===== src/rtl/slicer_mon_pkg.sv =====
package slicer_mon_pkg;

    localparam int SMP_W   = 8;
    localparam int ERR_W   = SMP_W + 1;
    localparam int MAG_W   = SMP_W - 2;
    localparam int SQ_W    = 2 * MAG_W;
    localparam int BIN_W   = 6;
    localparam int NBINS   = 1 << BIN_W;

    localparam logic signed [SMP_W-1:0] LVL_OUTER = 8'sd96;
    localparam logic signed [SMP_W-1:0] LVL_INNER = 8'sd32;
    localparam logic signed [SMP_W-1:0] THR_OUTER = 8'sd64;

    typedef enum logic [1:0] {
        ST_IDLE = 2'd0,
        ST_RUN  = 2'd1,
        ST_DONE = 2'd2
    } mon_state_t;

    typedef struct packed {
        logic signed [ERR_W-1:0] err;
        logic [SQ_W-1:0]         sq;
        logic [BIN_W-1:0]        bin;
    } slice_res_t;

    function automatic logic signed [SMP_W-1:0] nearest_level(
        input logic signed [SMP_W-1:0] x);
        if (x >= THR_OUTER)       return LVL_OUTER;
        else if (x >= 0)          return LVL_INNER;
        else if (x >= -THR_OUTER) return -LVL_INNER;
        else                      return -LVL_OUTER;
    endfunction

    function automatic logic [BIN_W-1:0] amp_bin(
        input logic [SMP_W-1:0] x);
        return {~x[SMP_W-1], x[SMP_W-2:SMP_W-BIN_W]};
    endfunction

endpackage


===== src/rtl/pam4_level_slicer.sv =====
module pam4_level_slicer
    import slicer_mon_pkg::*;
(
    input  logic signed [SMP_W-1:0] smp,
    output slice_res_t              res
);

    logic signed [SMP_W-1:0] lvl;
    logic signed [ERR_W-1:0] err;
    logic [ERR_W-1:0]        abs_err;
    logic [MAG_W-1:0]        mag;

    always_comb begin
        lvl     = nearest_level(smp);
        err     = ERR_W'(smp) - ERR_W'(lvl);
        abs_err = err[ERR_W-1] ? ERR_W'(-err) : ERR_W'(err);
        mag     = abs_err[MAG_W-1:0];
        res.err = err;
        res.sq  = SQ_W'({{MAG_W{1'b0}}, mag} * {{MAG_W{1'b0}}, mag});
        res.bin = amp_bin(smp);
    end

    // Error magnitude never exceeds half the level spacing
    always_comb begin
        AST_ERR_RANGE: assert (err >= -9'sd32 && err <= 9'sd31 && abs_err <= 9'd32);
    end

endmodule


===== src/rtl/mse_accumulator.sv =====
module mse_accumulator
    import slicer_mon_pkg::*;
#(
    parameter int MAX_LOG = 20,
    localparam int ACC_W  = SQ_W + MAX_LOG,
    localparam int LOGW   = $clog2(MAX_LOG + 1)
) (
    input  logic             clk,
    input  logic             rst,
    input  logic             clr,
    input  logic             en,
    input  logic [SQ_W-1:0]  sq,
    input  logic [LOGW-1:0]  shift_n,
    output logic [ACC_W-1:0] mse
);

    logic [ACC_W-1:0] acc;

    always_ff @(posedge clk) begin
        if (rst || clr) acc <= '0;
        else if (en)    acc <= acc + ACC_W'(sq);
    end

    assign mse = acc >> shift_n;

    AST_ACC_MONO: assert property (@(posedge clk) disable iff (rst)
        (!clr) |=> (acc >= $past(acc)));

endmodule


===== src/rtl/amp_hist_bank.sv =====
module amp_hist_bank
    import slicer_mon_pkg::*;
#(
    parameter int CNT_W = 24
) (
    input  logic             clk,
    input  logic             rst,
    input  logic             clr,
    input  logic             en,
    input  logic [BIN_W-1:0] bin,
    input  logic [BIN_W-1:0] rd_bin,
    output logic [CNT_W-1:0] rd_count
);

    localparam logic [CNT_W-1:0] FULL = '1;

    logic [CNT_W-1:0] cnt [NBINS];

    for (genvar b = 0; b < NBINS; b++) begin : g_bin
        logic hit;
        assign hit = en && (bin == BIN_W'(b));

        always_ff @(posedge clk) begin
            if (rst || clr)               cnt[b] <= '0;
            else if (hit && cnt[b] != FULL) cnt[b] <= cnt[b] + 1'b1;
        end

        AST_BIN_SAT: assert property (@(posedge clk) disable iff (rst)
            (!clr && cnt[b] == FULL) |=> (cnt[b] == FULL));
        AST_BIN_STEP: assert property (@(posedge clk) disable iff (rst)
            (!clr) |=> (cnt[b] == $past(cnt[b]) || cnt[b] == $past(cnt[b]) + 1'b1));
    end

    assign rd_count = cnt[rd_bin];

endmodule


===== src/rtl/pam4_slicer_monitor.sv =====
module pam4_slicer_monitor
    import slicer_mon_pkg::*;
#(
    parameter int MAX_LOG = 20,
    parameter int CNT_W   = 24,
    localparam int ACC_W  = SQ_W + MAX_LOG,
    localparam int LOGW   = $clog2(MAX_LOG + 1)
) (
    input  logic                    clk,
    input  logic                    rst,
    input  logic                    smp_valid,
    input  logic signed [SMP_W-1:0] smp_data,
    input  logic                    start,
    input  logic                    clear,
    input  logic [LOGW-1:0]         win_log2,
    input  logic [BIN_W-1:0]        rd_bin,
    output logic                    busy,
    output logic                    done,
    output logic [ACC_W-1:0]        mse_out,
    output logic [CNT_W-1:0]        rd_count
);

    mon_state_t        state;
    logic [LOGW-1:0]   win_n;
    logic [LOGW-1:0]   win_in;
    logic [MAX_LOG:0]  seen;
    logic [MAX_LOG:0]  win_last;
    logic              accept;
    logic              wipe;
    logic              last;
    slice_res_t        sres;

    assign win_in   = (win_log2 > LOGW'(MAX_LOG)) ? LOGW'(MAX_LOG) : win_log2;
    assign win_last = ((MAX_LOG+1)'(1) << win_n) - 1'b1;
    assign accept   = smp_valid && (state == ST_RUN) && !start && !clear;
    assign wipe     = start || clear;
    assign last     = accept && (seen == win_last);

    always_ff @(posedge clk) begin
        if (rst) begin
            state <= ST_IDLE;
            win_n <= '0;
            seen  <= '0;
        end else if (clear) begin
            state <= ST_IDLE;
            seen  <= '0;
        end else if (start) begin
            state <= ST_RUN;
            win_n <= win_in;
            seen  <= '0;
        end else if (accept) begin
            seen <= seen + 1'b1;
            if (last) state <= ST_DONE;
        end
    end

    assign busy = (state == ST_RUN);
    assign done = (state == ST_DONE);

    pam4_level_slicer u_slicer (
        .smp (smp_data),
        .res (sres)
    );

    mse_accumulator #(.MAX_LOG(MAX_LOG)) u_accum (
        .clk     (clk),
        .rst     (rst),
        .clr     (wipe),
        .en      (accept),
        .sq      (sres.sq),
        .shift_n (win_n),
        .mse     (mse_out)
    );

    amp_hist_bank #(.CNT_W(CNT_W)) u_hist (
        .clk      (clk),
        .rst      (rst),
        .clr      (wipe),
        .en       (accept),
        .bin      (sres.bin),
        .rd_bin   (rd_bin),
        .rd_count (rd_count)
    );

    AST_DONE_HOLD: assert property (@(posedge clk) disable iff (rst)
        (done && !start && !clear) |=> (done && $stable(mse_out)));
    AST_IDLE_QUIET: assert property (@(posedge clk) disable iff (rst)
        (state == ST_IDLE && !start) |=> (state == ST_IDLE && $stable(mse_out)));
    AST_WIN_BOUND: assert property (@(posedge clk) disable iff (rst)
        busy |-> (seen <= win_last));
    AST_CLEAR_WINS: assert property (@(posedge clk) disable iff (rst)
        clear |=> (state == ST_IDLE && mse_out == '0));
    AST_START_RUNS: assert property (@(posedge clk) disable iff (rst)
        (start && !clear) |=> (busy && mse_out == '0));

endmodule


===== config.mk =====
export PLATFORM = sky130hd
export DESIGN_NAME = pam4_slicer_monitor
export DESIGN_NICKNAME = d
export VERILOG_FILES = /design/src/rtl/slicer_mon_pkg.sv /design/src/rtl/pam4_level_slicer.sv /design/src/rtl/mse_accumulator.sv /design/src/rtl/amp_hist_bank.sv /design/src/rtl/pam4_slicer_monitor.sv
export SDC_FILE = /design/constraint.sdc
export NUM_CORES = 2
export LEC_CHECK = 0
export BUFFER_PORTS_ARGS = -buffer_cell sky130_fd_sc_hd__buf_2
export CAP_MARGIN = 20
export CORE_ASPECT_RATIO = 1.4
export CORE_UTILIZATION = 39
export DETAILED_ROUTE_END_ITERATION = 8
export SLEW_MARGIN = 25
export SYNTH_ARGS = -nofsm -noshare
export SYNTH_HDL_FRONTEND = slang
export SYNTH_SLANG_ARGS = --single-unit

===== constraint.sdc =====
create_clock -name clk -period 7.28 [get_ports clk]
set_clock_uncertainty 0.05 [all_clocks]
set_input_delay 0.728 -clock clk [delete_from_list [all_inputs] [get_ports clk]]
set_output_delay 0.728 -clock clk [all_outputs]
set_load 0.02 [all_outputs]

==> impl_metrics.tcl <==
set metrics [dict create \
    end_kind "register" \
    grt.overflow.total 0 \
    clkTransAtPathRegs_ns 0.06 \
    clkLatencyLatePin_ns 0.85 \
    fin_crit_ns 6.137 \
    critPathLaunchType "primary input" \
    critPathKind "in2reg" \
    fmax_ghz 0.1629 \
    violations "DRC" \
    fin_nets 8895 \
    via_per_inst 5.689 \
    dr_total_vias 69330 \
    outcome "complete, but fails checks" \
    cts_hold_buf 0 \
    dpl.hpwl_um 212900 \
    synth_xor_area_share_pct 13.02 \
    yosys_warnings 0 \
    yosysTopAreaCellShare_pct 47.52 \
    syn_avg_cell_area_um2 11.04 \
    powerDensity_nw_per_um2 200.8 \
    antenna_found_initial 34 \
    dr.pass1.iters 9 \
    std_cell_rows 216 \
    synth_top_area_cell "edfxtp_1" \
    synthTopCellsByCount "nor2_1, edfxtp_1, xor2_1" \
    netlist_area_um2 97060 \
    worst_pin_slew_ns 1.263 \
    worst_ep_required_time_ns 7.96 \
    grt_first_pass_wirelength_um 426500 \
    grt_start_max_net_pins 87 \
    drc 24 \
    ys_seq_area_share_pct 48.76 \
    syn_inst 8789 \
    clock_sinks 1596 \
    pre_cts_slack_ns 0.3857 \
    grt_use_total_pct 22.14 \
    ys.flop_type "edfxtp_1" \
    tns_ns 0 \
    ant_nets 0 \
    die_area_um2 250900 \
    portBuffers 81 \
    cts_resized 0 \
    start_util_pct 39.25 \
    grt_pass1_vias 68040 \
    routabilityCongestion 0.9366 \
    synth.area.mux_share_pct 12.40 \
    cts-root-buf "clkbuf_16" \
    io_pins 82 \
    synth.distinct_cells 70 \
    wire_per_inst_um 23.18 \
    synth_top_family_by_area "simple AND/OR/NAND/NOR gates" \
    peakVddDrop_mv 0.1687 \
    cp.arrival_ns 6.81 \
    final-setup-viol-count 0 \
    hold_class "in2reg" \
    synth_fp_nets 8919 \
    drt_iter0_drc 6324 \
    fin_crit_sh_pct 84.30 \
    cp_max_fo 8 \
    synth_compound_area_share_pct 2.175 \
    drive_gt1_share_pct 12.25 \
    cap_violations 0 \
    post-cts-setup-buffer-count 0 \
    rsz0062_at_grt "false" \
    reg2regPathDepth 6 \
    setup_ws_ns 1.143 \
    slew_viol_final 0 \
    synth_area_leaders "edfxtp_1, mux4_2, xor2_1, nor2_1, xnor2_1" \
    async_flop_share_pct 0 \
    cts-htree-levels 4 \
    synth_edf_count 1536 \
    cts_buffers 173 \
    synth-seq-cells 1596 \
    synthAdderAreaFrac_pct 1.483 \
    hold_depth 3 \
    cellLeakagePower_nw 35.43 \
    synthMostInstantiatedCell "nor2_1" \
    synth-simple-area-share_pct 19.67 \
    coreArea_um2 247300 \
    cts_buffer_depth 4 \
    cts_tree "done" \
    slew_headroom_pct 15.58 \
    area_delta_synth_final_pct 10.09 \
    routed_wl_um 282500 \
    die_w_um 423.6 \
    die_h_um 592.3 \
    hold_viol_final 0 \
]
==> critical path: stages <==
cell       delay (ns)
buf_2            0.15
inv_1            0.10
ha_1             0.28
inv_1            0.06
a2111oi_0        0.05
a21oi_1          0.75
a21oi_1          0.12
xnor2_1          0.24
nor2_1           0.10
fa_1             0.50
inv_1            0.07
fa_1             0.54
inv_1            0.06
fa_1             0.53
inv_1            0.06
fa_1             0.49
inv_1            0.05
ha_1             0.32
o21ai_0          0.09
nor2_1           0.14
o21ai_0          0.17
o21ai_1          0.30
a211oi_1         0.12
buf_4            0.18
or4_1            0.46
a21oi_1          0.14
==> final timing paths <==
| path | startpoint | end | slack, ns |
|---|---|---|---|
| worst max-delay path | smp_data[7] | u_accum.acc[13] | 1.14 |
| worst min-delay path | win_log2[2] | win_n[2] | 0.09 |
| worst max register to register | state[0] | u_hist.cnt[32][22] | 2.89 |
| worst min register to register | u_accum.acc[0] | u_accum.acc[0] | 0.43 |
==> area by class of cell <==
| class | count | area [µm²] |
|---|---|---|
| Fill cell | 22970 | 140400 |
| Multi-Input combinational cell | 6610 | 47750 |
| Sequential cell | 1596 | 47330 |
| Clock buffer | 218 | 4634 |
| Tap cell | 3270 | 4091 |
| Timing Repair Buffer | 200 | 1444 |
| Clock inverter | 85 | 847.1 |
| Inverter | 184 | 690.7 |
| Antenna cell | 23 | 57.56 |
==> routing by layer <==
metal	vias to the layer above	wire length (µm)	GRT usage, %
li1	31630	-	-
met1	34780	105700	26.25
met2	2287	140200	38.13
met3	609	19050	3.800
met4	22	17410	12.10
met5	-	142	0
==> cell families (layout without fill, tap and decap cells) <==
logic type      after synthesis  in the layout
buf+inv                     583            687
other cells                   0             23
simple gates               4171           4171
flops                      1596           1596
xor+xnor                   1443           1443
compound gates              332            332
fa+ha+maj                   106            106
mux                         558            558
==> flip-flops by register name, summed over array words and instances (netlist names) <==
register,cells
seen,21
u_accum.acc,32
win_n,5
u_hist.cnt,1536
state,2
==> power by group <==
part           internal [W]  total (W)  leakage [nW]  switching (W)
Sequential           0.0103     0.0107          18.4       0.000423
Clock               0.00507    0.00895          2.65        0.00388
Combinational      0.000742    0.00177          14.4        0.00103
==> cells in the final DEF, fill, tap and decap left out, types with 30 or more instances in the layout <==
cell and n:
mux4_2 515, edfxtp_1 1536, clkbuf_16 178, nor2b_1 43
inv_1 183, dfxtp_1 58, and2_1 51, ha_1 91
and4_1 122, nor2_1 1935, clkinv_1 30, xor2_1 948
buf_4 110, o21ai_2 42, buf_2 77, nand3_1 585
nor3_1 74, clkbuf_1 37, or3_1 53, mux2i_1 35
nand2_1 678, nand4_1 237, xnor2_1 495, o21ai_0 61
and3_1 281, a21oi_1 68
==> metrics by stage <==
stage / power (W) / hold WS, ns / cells / area (µm²) / util (%)
after floorplan: 0.01199 / 0.3945 / 8789 / 97060 / -
after global placement: 0.01266 / 0.4112 / 11860 / 101200 / 40.91
after detailed placement: 0.01268 / 0.4271 / 11860 / 101300 / 40.96
after CTS: 0.02162 / 0.04736 / 12160 / 106800 / 43.17
after global routing: 0.02207 / 0.09684 / 12170 / 106800 / 43.19
final: 0.02146 / 0.09406 / 12190 / 106800 / 43.21
Note: power is estimated with default switching activity, not from simulation.
